### src/rtl/timer_pkg.sv
package timer_pkg;
  localparam int STATE_W = 3;
  localparam int CNT_W   = 2;
  localparam logic [CNT_W-1:0] LAST_STEP = {CNT_W{1'b1}};
  localparam logic [CNT_W-1:0] IDLE_SHOW = {CNT_W{1'b1}};

  typedef enum logic [STATE_W-1:0] {
    ST_IDLE  = 3'b000,
    ST_HOLD  = 3'b001,
    ST_STEP0 = 3'b100,
    ST_STEP1 = 3'b101,
    ST_STEP2 = 3'b110,
    ST_STEP3 = 3'b111
  } timer_state_t;

  typedef struct packed {
    logic             holdOn;
    logic             stepOn;
    logic [CNT_W-1:0] stepIdx;
  } ctrl_strb_t;
endpackage

### src/rtl/timer_ctrl.sv
module timer_ctrl
  import timer_pkg::*;
(
  input  logic       clk,
  input  logic       rst,
  input  logic       restartReq,
  output ctrl_strb_t strb
);
  timer_state_t stateQ, stateD;

  always_comb begin
    case (stateQ)
      ST_IDLE:  stateD = restartReq ? ST_HOLD : ST_IDLE;
      ST_HOLD:  stateD = restartReq ? ST_HOLD : ST_STEP0;
      ST_STEP0: stateD = restartReq ? ST_HOLD : ST_STEP1;
      ST_STEP1: stateD = restartReq ? ST_HOLD : ST_STEP2;
      ST_STEP2: stateD = restartReq ? ST_HOLD : ST_STEP3;
      ST_STEP3: stateD = restartReq ? ST_HOLD : ST_IDLE;
      default:  stateD = ST_IDLE;
    endcase
  end

  always_ff @(posedge clk) begin
    if (rst) stateQ <= ST_IDLE;
    else     stateQ <= stateD;
  end

  assign strb.holdOn  = (stateQ == ST_HOLD);
  assign strb.stepOn  = stateQ[STATE_W-1];
  assign strb.stepIdx = stateQ[CNT_W-1:0];

  // idle plus request goes to hold
  a_r3_idle_to_hold: assert property (@(posedge clk) disable iff (rst)
    (stateQ == ST_IDLE && restartReq) |=> (stateQ == ST_HOLD));
  // hold persists while requested
  a_r4_hold_stays: assert property (@(posedge clk) disable iff (rst)
    (stateQ == ST_HOLD && restartReq) |=> (stateQ == ST_HOLD));
  // release from hold always enters the first step
  a_r5_release_step0: assert property (@(posedge clk) disable iff (rst)
    (stateQ == ST_HOLD && !restartReq) |=> (stateQ == ST_STEP0));
  // last step without request returns to idle
  a_r5_last_to_idle: assert property (@(posedge clk) disable iff (rst)
    (stateQ == ST_STEP3 && !restartReq) |=> (stateQ == ST_IDLE));
  // request during any step returns to hold
  a_r6_step_restart: assert property (@(posedge clk) disable iff (rst)
    (stateQ[STATE_W-1] && restartReq) |=> (stateQ == ST_HOLD));
endmodule

### src/rtl/timer_outdec.sv
module timer_outdec
  import timer_pkg::*;
(
  input  logic             clk,
  input  logic             rst,
  input  ctrl_strb_t       strb,
  output logic [CNT_W-1:0] countAb,
  output logic             beep
);
  always_comb begin
    if (strb.stepOn)      countAb = strb.stepIdx;
    else if (strb.holdOn) countAb = '0;
    else                  countAb = IDLE_SHOW;
  end

  assign beep = strb.stepOn && (strb.stepIdx == LAST_STEP);

  // beeper only together with the full count
  a_r7_beep_last: assert property (@(posedge clk) disable iff (rst)
    beep |-> (countAb == LAST_STEP));
  // reset lands in idle outputs
  a_r1_reset_idle: assert property (@(posedge clk)
    rst |=> (countAb == IDLE_SHOW && !beep));
endmodule

### src/rtl/restart_timer.sv
module restart_timer
  import timer_pkg::*;
(
  input  logic       clk,
  input  logic       rst,
  input  logic       restartReq,
  output logic [1:0] countAb,
  output logic       beep
);
  ctrl_strb_t strb;

  timer_ctrl ctrl_i (
    .clk(clk), .rst(rst), .restartReq(restartReq), .strb(strb)
  );

  timer_outdec outdec_i (
    .clk(clk), .rst(rst), .strb(strb), .countAb(countAb), .beep(beep)
  );
endmodule

### config.mk
export PLATFORM = sky130hd
export DESIGN_NAME = restart_timer
export DESIGN_NICKNAME = d
export VERILOG_FILES = /design/src/rtl/timer_pkg.sv /design/src/rtl/timer_ctrl.sv /design/src/rtl/timer_outdec.sv /design/src/rtl/restart_timer.sv
export SDC_FILE = /design/constraint.sdc
export NUM_CORES = 1
export LEC_CHECK = 0
export BUFFER_PORTS_ARGS = -buffer_cell sky130_fd_sc_hd__buf_4
export CORE_AREA = 5 5 42 44
export DETAILED_ROUTE_END_ITERATION = 12
export DIE_AREA = 0 0 47 49
export GPL_TIMING_DRIVEN = 0
export SETUP_SLACK_MARGIN = 0.1
export SLEW_MARGIN = 20
export SYNTH_ARGS = -nofsm -noshare
export SYNTH_HDL_FRONTEND = slang
export SYNTH_SLANG_ARGS = --single-unit
### constraint.sdc
create_clock -name clk -period 1.13 [get_ports clk]
set_input_delay 0.113 -clock clk [delete_from_list [all_inputs] [get_ports clk]]
set_output_delay 0.113 -clock clk [all_outputs]
set_load 0.02 [all_outputs]
[Word-level counts from Yosys, hierarchy flattened]
Cells that the tools add are included.
Storage, ports and cells
  output and inout bits: 3
  register bits after elaboration: 3
  logic and storage cells: 18
  input port bits: 3
Operators by class
  reduce and logical (&&, ||, !) cells: 3
  eq/ne operators: 6
  multiplexer cells: 8
Operators by type and width (number)
  $pmux W3 S5: 1
  $eq A3 B3 Y1 const B: 4
  $mux W3: 4
  $mux W2: 2
  $eq A3 B1 Y1 const B: 1
  $logic_not A3 Y1: 1
  $eq A2 B2 Y1 const B: 1
  $reduce_or A2 Y1: 1
  $logic_and A1 B1 Y1: 1
  $mux W1: 1

[Logic depth before layout (Yosys ltp)]
Gate-level depths: netlist of the first run.
  depth after elaboration: 3
  mapped depth: 2
  gate-level depth less buffers: 2

[By module]
A second synthesis of the first run with hierarchy kept.
Second synthesis, totals
  cells, all modules: 17
  area total of the unflattened synthesis: 155.1 µm²
By module, submodules not included
  timer_ctrl: cells an instance 12, area an instance 131.4 µm², times used 1, sequential area each 60.1 µm²
  timer_outdec: cells an instance 5, area an instance 23.8 µm², times used 1, sequential area each 0.0 µm²

[Least setup slack after synthesis of the first run]
OpenSTA, ideal clock, no wires.
  path kind: reg-to-output
  from: reg ctrl_i.stateQ[0]
  to: out countAb[0]
  slack: 173 ps
  arrival time: 844 ps
  required time: 1017 ps
  buffers on the path: 0
  stages on the path, launching flop included: 3
  cell sequence: dfxtp_1 or2b_1 o21a_1
On the way
  cells in the longest elaborated chain, start to end: 3
RTL lines
  from (decl): line timer_ctrl.sv:9  | timer_state_t stateQ, stateD;
  from (signal assigned): line timer_ctrl.sv:25  | else stateQ <= stateD;
  $eq A3 B1 Y1: line timer_ctrl.sv:28  | assign strb.holdOn = (stateQ == ST_HOLD);
  $mux W2: line timer_outdec.sv:12  | else if (strb.holdOn) countAb = '0;
  $mux W2 *: line timer_outdec.sv:11  | if (strb.stepOn) countAb = strb.stepIdx;
  to (decl): line restart_timer.sv:7  | output logic [1:0] countAb,
Every way passes the cells marked *; elsewhere a longest branch is shown, timed or not.

[Worst setup path in the final report of the first run]
Same ends and word-level chain as after synthesis.

==> metrics.md, run 1 <==
| Metric | Value |
|---|---|
| Outcome | `finished, violations left` |
| Failing checks | `setup timing` |
| CTS Sinks | `3` |
| Kind of critical path | `reg2out` |
| Max-slew violation total from the final report | `0` |
| Synth top cells by count | `3 x dfxtp_1, 2 x nand2b_1` |
| Worst-path fanout max | `3` |
| Synth top area cells | `dfxtp_1 42%, a211oi_2 8.7%, nand2b_1 8.7%, nor4b_1 6.1%, xnor2_1 6.1%` |
| N_diodes | `0` |
| Via density | `between 3 and 4` |
| RSZ-0062 raised after global routing | `true` |
| Inst Count DP | `35` |
| Drt first pass iters | `2` |
| Final HPWL DP | `about 230 um` |
| Vias in the first global route | `approximately 140` |
| Dominant cell type by area after synthesis | `dfxtp_1` |
| Number of fill cells in the layout | `between 150 and 200` |
| Fin worst setup slack | `-81.3 ps` |
| Root Driver | `clkbuf_4` |
| Crit end category | `output pin` |
| Peak supply drop | `0.356 mV` |
| Worst Tran Pin Value | `approximately 240 ps` |
| Storage element area | `roughly 64 um2` |
| Flop2flop setup slack | `130 ps` |
| CTS max path bufs | `2` |
| Routed wire length | `approximately 330 um` |
| Post-synthesis sequential area ratio | `0.417` |
| CTS tree | `yes` |
| Worst Hold Class | `in2reg` |
| Fin crit share | `1.07` |
| Remaining antenna violation count after routing | `0` |
| Max FFs per register | `3` |
| Area growth from synthesis to layout | `87.8%` |
| Final net count | `30` |
| Req. time, crit path | `about 1000 ps` |
| Multi-input gate area | `about 90 um2` |
| Die H | `a little under 50 um` |
| Top-area cell type share of the netlist area | `0.417` |
| Initial Utilization | `0.103` |
| Worst-Skew Late Latency | `~230 ps` |
| Reg with most FFs | `ctrl_i.stateQ` |
| Avg Cell Area, Syn | `between 10 and 15 um2` |
| Clk_skew | `2.04 ps` |
| Netlist cell types | `11` |
| Syn Inst Count | `14` |
| # rows | `14` |
| Pwr Density | `about 1300 mW/mm2` |
| Syn Std Cell Area | `144 um2` |
| Critical path arrival | `between 1000 and 1500 ps` |
| Grt ovf | `0` |
| Initial antenna violation count | `0` |
| CTS H-Tree Depth | `1` |
| CTS Buf Count | `3` |
| Min cycle time layout | `around 1200 ps` |
| Biggest regs | `ctrl_i.stateQ: 3 flops` |
| Number of remaining DRC errors | `0` |
| First-pass GRT wire length | `approximately 500 um` |
| Worst-path clk slew | `40 ps` |
| Vias post-DR | `139` |
| Fin cells | `42` |
| P_leak | `roughly 0.11 nW` |
| Post-Syn Nets | `17` |
| Number of synthesized flops with an enable pin | `0` |
| Routability Congestion | `just over 0.6` |
| Port-buffer cells | `5` |
| Share of cells above drive strength 1 | `0.615` |
| Most frequent cell after synthesis | `dfxtp_1` |
| Drt wl/cell | `between 7 and 8 um` |
| Total global-route track usage | `0.0351` |
| Ys flop type | `dfxtp_1` |
| Die area | `around 0.0023 mm2` |
| I/O pin cnt | `6` |
| Initial DRC Count | `1` |
| Max_slew headroom | `0.838` |
| Max Cap Viol | `0` |
| Hold Fails Final Rpt | `0` |
| Placeable Area | `between 0.001 and 0.0015 mm2` |
| Fmax | `0.826 GHz` |
| Final setup vio count | `3` |
| Async SR Flop Fraction | `0` |
| CP Launch Type | `flop` |
| Synthesized flop and latch total | `3` |
| Ys Warns | `0` |
| Largest net degree at the start of global routing | `7` |
| Final Util | `0.193` |
| Die width | `approximately 47 um` |
## metal layers
metal	track usage	vias up	wire, um	part of all wire
li1	-	74	-	-
met1	0.0240	62	123	0.37
met2	0.0475	3	174	0.52
met3	0.0221	0	35	0.11
met4	0.0553	0	0	0
met5	0	-	0	0
## where the power goes
| group | switching [mW] | leakage (nW) | total, mW | internal [mW] |
|---|---|---|---|---|
| Clock | 0.0513 | 0.0150 | 0.183 | 0.132 |
| Combinational | 0.0258 | 0.0648 | 0.0604 | 0.0346 |
| Sequential | 0.00359 | 0.0258 | 0.115 | 0.111 |
| Total | 0.0806 | 0.106 | 0.359 | 0.278 |
## what timing repair did
action	in CTS	in global routing
buffers inserted	2	1
pin swaps	1	0
hold buffers	0	0
setup endpoints to repair	2	3
gates resized for setup	4	3
## critical path: stages (launching register included)
cell and delay [ps]:
dfxtp_2 320, or2b_1 240, o21a_1 180, buf_6 130
## cell families after synthesis
kind of cell              count (synthesis)  share of synthesized area
DFF                                       3                      0.417
xor gates and xnor gates                  1                     0.0609
and+or+nand+nor                           6                      0.287
AOI/OAI and AO/OA                         4                      0.235
## through the flow
stage               power [mW]  setup slack [ps]  setup TNS, ps  hold WS [ps]  area (um2)
global route             0.381              -126           -267          52.1         270
floorplan                0.140               173              0           178         144
detailed placement       0.161              58.0              0           304         201
global placement         0.161              58.2              0           303         201
CTS                      0.362             -89.6          -89.6          57.9         253
finish                   0.359             -81.3           -147          58.6         270
## cells in the final DEF (no fill, tap or decap), drive strengths merged
cell	n
nor2b	1
nor4b	1
and3	1
xnor2	1
or2b	1
dfxtp	3
a211oi	1
nand2b	2
buf	8
o22ai	1
clkbuf	4
o21a	1
o21bai	1
## final timing paths
| check | startpoint | end | depth (start not counted) |
|---|---|---|---|
| max | ctrl_i.stateQ[0]$_SDFF_PP0_ | countAb[0] | 3 |
| min | restartReq | ctrl_i.stateQ[2]$_SDFF_PP0_ | 2 |
| max reg2reg | ctrl_i.stateQ[0]$_SDFF_PP0_ | ctrl_i.stateQ[1]$_SDFF_PP0_ | 4 |
| min reg2reg | ctrl_i.stateQ[2]$_SDFF_PP0_ | ctrl_i.stateQ[1]$_SDFF_PP0_ | 1 |
## cell type report
| cell class | instances | area share |
|---|---|---|
| Timing Repair Buffer | 8 | 0.264 |
| Clock buffer | 4 | 0.0972 |
| Multi-Input combinational cell | 11 | 0.329 |
| Tap cell | 16 | 0.0741 |
| Sequential cell | 3 | 0.236 |
Note: power is estimated with default switching activity, not from simulation.
==> run 2, diff against run 1 <==
--- a/config.mk
+++ b/config.mk
@@ -5,6 +5,7 @@
 export SDC_FILE = /design/constraint.sdc
 export NUM_CORES = 1
 export LEC_CHECK = 0
+export ABC_AREA = 1
 export BUFFER_PORTS_ARGS = -buffer_cell sky130_fd_sc_hd__buf_4
 export CORE_AREA = 5 5 42 44
 export DETAILED_ROUTE_END_ITERATION = 12
==> metrics.md, run 2 <==
| Metric | Value |
|---|---|
| Outcome | `completed` |
| CTS Buf Count | `3` |
| Most frequent cells in the layout | `9 x buf_4, 3 x inv_2, 3 x nand2_2, 3 x clkbuf_4` |
| Req. time, crit path | `1020 ps` |
| Root Driver | `clkbuf_4` |
| Grt ovf | `0` |
| P_leak | `between 0.1 and 0.15 nW` |
| Critical path arrival | `910 ps` |
| Initial DRC Count | `2` |
| Via density | `3.40` |
| Drt first pass iters | `4` |
| Initial Utilization | `0.113` |
| Die width | `around 47 um` |
| CTS H-Tree Depth | `1` |
| Share of cells above drive strength 1 | `0.750` |
| Final HPWL DP | `about 270 um` |
| Synthesized flop and latch total | `3` |
| Area growth from synthesis to layout | `92.1%` |
| Hold Buf Count CTS | `0` |
| Min cycle time layout | `between 1000 and 1500 ps` |
| Buf/Inv on CP | `2` |
| Clock Power Share | `0.505` |
| Kind of critical path | `reg2out` |
| Hold Fails Final Rpt | `0` |
| Post-Syn Nets | `24` |
| Pwr Density | `1190 mW/mm2` |
| RSZ-0062 raised after global routing | `true` |
| Die H | `around 49 um` |
| Tot Pwr | `~0.36 mW` |
| Placed instance area | `216 um2` |
| Storage element area | `approximately 66 um2` |
| Worst-path fanout max | `3` |
| Internal power | `roughly 0.28 mW` |
| CP Launch Type | `flop` |
| Routability Congestion | `a little under 0.7` |
| I/O pin cnt | `6` |
| Met2 Track Usage GR | `0.0588` |
| Max-slew violation total from the final report | `0` |
| Worst Hold Class | `in2reg` |
| Multi-input gate area | `between 80 and 90 um2` |
| Worst-Skew Late Latency | `230 ps` |
| Largest net degree at the start of global routing | `6` |
| Final setup vio count | `0` |
| Fin crit share | `0.909` |
| Number of remaining DRC errors | `0` |
| Number of synthesized flops with an enable pin | `0` |
| WP depth | `5` |
| Syn Std Cell Area | `approximately 160 um2` |
| Crit end category | `output pin` |
| Ys flop type | `dfxtp_1` |
| Reg with most FFs | `ctrl_i.stateQ` |
| Final instance area | `305 um2` |
| Setup tns final | `0 ps` |
| Vias post-DR | `around 180` |
| Async SR Flop Fraction | `0` |
| Sw Ratio | `0.240` |
| Most frequent CP cell | `nand2_2` |
| Peak supply drop | `between 0.4 and 0.5 mV` |
| Crit-path cells | `inv_2, nand2_2, nand2_2, o21ai_2, buf_6` |
| Synth top cells by count | `3 x dfxtp_1, 3 x nand2_2, 2 x inv_1, 2 x inv_2, 2 x nand2_1` |
| N_diodes | `0` |
| Sequential Power Share | `0.314` |
| Total global-route track usage | `0.0471` |
| Die area | `between 0.002 and 0.0025 mm2` |
| Ys Warns | `0` |
| Routed wire length | `approximately 410 um` |
| Combinational power share | `0.181` |
| Biggest regs | `ctrl_i.stateQ: 3 flops` |
| CP max-delay cell | `dfxtp_2` |
| # rows | `14` |
| Fmax | `~1 GHz` |
| Worst-path clk slew | `40 ps` |
| Sw power | `between 0.08 and 0.09 mW` |
| Commonest non-fill, non-tap cell in the layout | `buf_4` |
| Clk_skew | `about 1.9 ps` |
| Netlist cell types | `14` |
| Slowest cell delay on critical path | `320 ps` |
| Synth top area cells | `dfxtp_1 38%, nand2_2 12%, nor2_4 7.1%, a21oi_2 5.5%, inv_1 4.7%` |
| Max_slew headroom | `0.900` |
| Max FFs per register | `3` |
| Minimum hold slack | `~140 ps` |
| Vias in the first global route | `between 150 and 200` |
| Post-synthesis sequential area ratio | `0.378` |
| Grt met1 use | `0.0417` |
| Placeable Area | `0.00140 mm2` |
| Number of fill cells in the layout | `165` |
| Worst Tran Pin Value | `149 ps` |
| Dominant cell type by area after synthesis | `dfxtp_1` |
| Remaining antenna violation count after routing | `0` |
| Max Cap Viol | `0` |
| Met3 Use GR | `0.0369` |
| Busiest grt layer | `met2` |
| Reg2reg path depth | `5` |
| First-pass GRT wire length | `about 700 um` |
| Final net count | `40` |
| Initial antenna violation count | `0` |
| Delay-heaviest family, CP | `flip-flops` |
| Top-area cell type share of the netlist area | `0.378` |
| CTS Sinks | `3` |
| Port-buffer cells | `5` |
| CTS max path bufs | `2` |
| CTS tree | `yes` |
| Drt wl/cell | `between 7 and 8 um` |
| Avg Cell Area, Syn | `roughly 7.6 um2` |
| Worst hold path depth | `4` |
| Syn Inst Count | `21` |
==> run 2: repair_timing <==
item,CTS,global route
hold endpoints to repair,0,0
pin swaps,1,2
buffers inserted,3,3
endpoints found under the setup margin,3,3
resized for setup,5,3
==> run 2: power groups by stage <==
stage / clock network (mW) / logic, mW / registers (mW)
floorplan: 0 / 0.0287 / 0.116
global placement: 0 / 0.0497 / 0.116
detailed placement: 0 / 0.0500 / 0.117
CTS: 0.196 / 0.0582 / 0.114
global route: 0.204 / 0.0719 / 0.115
finish: 0.183 / 0.0659 / 0.114
==> run 2: metrics by stage <==
stage / instances / util / worst slack, ps
2_1_floorplan: 21 / - / 201
5_1_grt: 52 / 0.218 / 41.7
4_1_cts: 49 / 0.196 / 59.5
6_report: 52 / 0.218 / 103
3_3_place_gp: 42 / 0.154 / 264
3_5_place_dp: 42 / 0.154 / 262
==> run 2: per-layer routing <==
layer	vias up	part of all wire
li1	95	-
met1	77	0.39
met2	5	0.49
met3	0	0.11
met4	0	0
met5	-	0
==> run 2: area by class of cell <==
cell class,count,share of cell area
flip-flops and latches,3,0.217
inverters,4,0.0492
clock buffers,4,0.0861
multi-input cells,14,0.287
repair buffers,11,0.295
well taps,16,0.0656
==> run 2: final timing paths <==
kind	slack [ps]	startpoint	to
worst min-delay path	140	rst	ctrl_i.stateQ[2]$_SDFF_PP0_
worst max register to register	240	ctrl_i.stateQ[1]$_SDFF_PP0_	ctrl_i.stateQ[0]$_SDFF_PP0_
worst min register to register	480	ctrl_i.stateQ[1]$_SDFF_PP0_	ctrl_i.stateQ[1]$_SDFF_PP0_
worst max-delay path	100	ctrl_i.stateQ[1]$_SDFF_PP0_	countAb[0]
==> run 2: worst reg2reg max path, cell delays in order (launching register included) <==
cell	delay, ps
dfxtp_2	330
inv_2	50
buf_4	120
buf_4	120
a21oi_1	110
nor2_1	50
==> run 2: kinds of logic (layout without fill, tap and decap cells) <==
family	Yosys count	after routing	share of synthesized area
DFF	3	3	0.378
buffers and inverters	4	19	0.0945
and+or+nand+nor	9	9	0.331
AOI/OAI and AO/OA	5	5	0.197
==> run 3, diff against run 2 <==
==> constraint.sdc (replaced) <==
create_clock -name clk -period 1.3 [get_ports clk]
set_input_delay 0.13 -clock clk [delete_from_list [all_inputs] [get_ports clk]]
set_output_delay 0.13 -clock clk [all_outputs]
set_load 0.02 [all_outputs]
==> metrics.md, run 3 (same netlist as run 2, synthesis figures left out) <==
| Metric | Value |
|---|---|
| Outcome | `completed` |
| Sw power | `around 0.071 mW` |
| Worst r2r src | `ctrl_i.stateQ[0]$_SDFF_PP0_` |
| CTS Buf Count | `3` |
| Fin cells | `46` |
| Final HPWL DP | `269 um` |
| Die H | `approximately 49 um` |
| CTS H-Tree Depth | `1` |
| Critical path arrival | `970 ps` |
| Req. time, crit path | `around 1200 ps` |
| Post-CTS setup repair buffer count | `0` |
| Remaining antenna violation count after routing | `0` |
| Crit path from | `ctrl_i.stateQ[2]$_SDFF_PP0_` |
| RSZ-0062 raised after global routing | `false` |
| Initial DRC Count | `0` |
| P_leak | `just over 0.1 nW` |
| Drt wl/cell | `about 7.1 um` |
| N_diodes | `0` |
| Largest net degree at the start of global routing | `6` |
| First-pass GRT wire length | `between 600 and 700 um` |
| Pwr Density | `1240 mW/mm2` |
| I/O pin cnt | `6` |
| Share of cells above drive strength 1 | `0.567` |
| Initial antenna violation count | `0` |
| Worst hold path depth | `4` |
| CTS Sinks | `3` |
| Inst Count DP | `between 40 and 50` |
| Min cycle time layout | `between 1000 and 1500 ps` |
| Via density | `about 3.3` |
| Fmax | `~0.91 GHz` |
| Reg2reg path depth | `3` |
| Routed wire length | `~330 um` |
| Max-slew violation total from the final report | `0` |
| Peak supply drop | `around 0.33 mV` |
| Hold Fails Final Rpt | `0` |
| CP Launch Type | `flop` |
| Port-buffer cells | `5` |
| Biggest regs | `ctrl_i.stateQ: 3 flops` |
| Number of remaining DRC errors | `0` |
| Worst Tran Pin Value | `178 ps` |
| Sequential Power Share | `0.331` |
| Max_slew headroom | `0.881` |
| Initial Utilization | `0.113` |
| Storage element area | `~61 um2` |
| Most frequent cells in the layout | `5 x buf_4, 3 x nand2_2, 3 x clkbuf_4` |
| Placeable Area | `about 0.0014 mm2` |
| Vias post-DR | `between 150 and 200` |
| Combinational power share | `0.141` |
| Internal power | `approximately 0.23 mW` |
| Die area | `0.00230 mm2` |
| Grt ovf | `0` |
| Crit end category | `output pin` |
| Hold wc startpoint | `rst` |
| Clk_skew | `between 1.5 and 2 ps` |
| CTS tree | `yes` |
| Worst-path fanout max | `5` |
| Critical R2R Capture | `ctrl_i.stateQ[0]$_SDFF_PP0_` |
| Kind of critical path | `reg2out` |
| Final Util | `0.174` |
| Max Cap Viol | `0` |
| Area growth from synthesis to layout | `53.5%` |
| Worst-path clk slew | `~40 ps` |
| Max FFs per register | `3` |
| Final net count | `34` |
| # rows | `14` |
| Total global-route track usage | `0.0429` |
| CTS max path bufs | `2` |
| Reg with most FFs | `ctrl_i.stateQ` |
| Multi-input gate area | `around 84 um2` |
| Worst Hold Class | `in2reg` |
| Final setup vio count | `0` |
| Routability Congestion | `about 0.69` |
| Drt first pass iters | `1` |
| Commonest non-fill, non-tap cell in the layout | `buf_4` |
| Setup tns final | `0 ps` |
| Clock Power Share | `0.528` |
| Fin crit share | `0.844` |
| Flop2flop setup slack | `~550 ps` |
| Root Driver | `clkbuf_4` |
| Number of fill cells in the layout | `about 170` |
| Vias in the first global route | `174` |
| Die width | `around 47 um` |
| Sw Ratio | `0.237` |
| Hold Path Sink | `ctrl_i.stateQ[1]$_SDFF_PP0_` |
| Worst-Skew Late Latency | `230 ps` |
run 3: power groups by stage:
stage                     Combinational, mW  Sequential (mW)  Clock, mW
after floorplan                      0.0249            0.101          0
after global placement               0.0432            0.101          0
after detailed placement             0.0434            0.101          0
after CTS                            0.0435           0.0999      0.170
after global routing                 0.0469            0.100      0.177
final                                0.0424           0.0999      0.159
run 3: metrics by stage:
stage	hold slack (ps)	power (mW)	setup WS (ps)	cell area [um2]
CTS	159	0.314	162	243
global route	166	0.324	110	244
global placement	402	0.144	417	216
detailed placement	406	0.145	415	216
floorplan	271	0.126	354	159
finish	161	0.301	203	244
run 3: final cells by class:
type / count / share of cell area
clock buffers: 4 / 0.108
multi-input cells: 14 / 0.344
well taps: 16 / 0.0821
repair buffers: 5 / 0.154
flip-flops and latches: 3 / 0.251
inverters: 4 / 0.0615
run 3: what timing repair did:
item                                    CTS  global route
hold buffers                              0             0
resized for setup                         0             1
endpoints found under the setup margin    0             1
run 3: worst max-delay path by stage:
stage | depth (start not counted) | end | slack (ps)
floorplan | 1 | countAb[1] | 350
global placement | 5 | countAb[0] | 420
detailed placement | 5 | countAb[0] | 410
CTS | 5 | countAb[0] | 160
global route | 4 | countAb[0] | 110
finish | 4 | countAb[0] | 200
run 3: routing by layer:
layer  global-route usage  up-vias  wire length, um
li1                     -       83                -
met4               0.0553        0                0
met1               0.0417       63              144
met5                    0        -                0
met3               0.0369        0               44
met2               0.0452        5              136
run 3: critical path, cell delays in order (launching register included):
cell	delay [ps]
dfxtp_1	400
inv_2	60
nand2_2	70
o21ai_1	60
buf_4	150
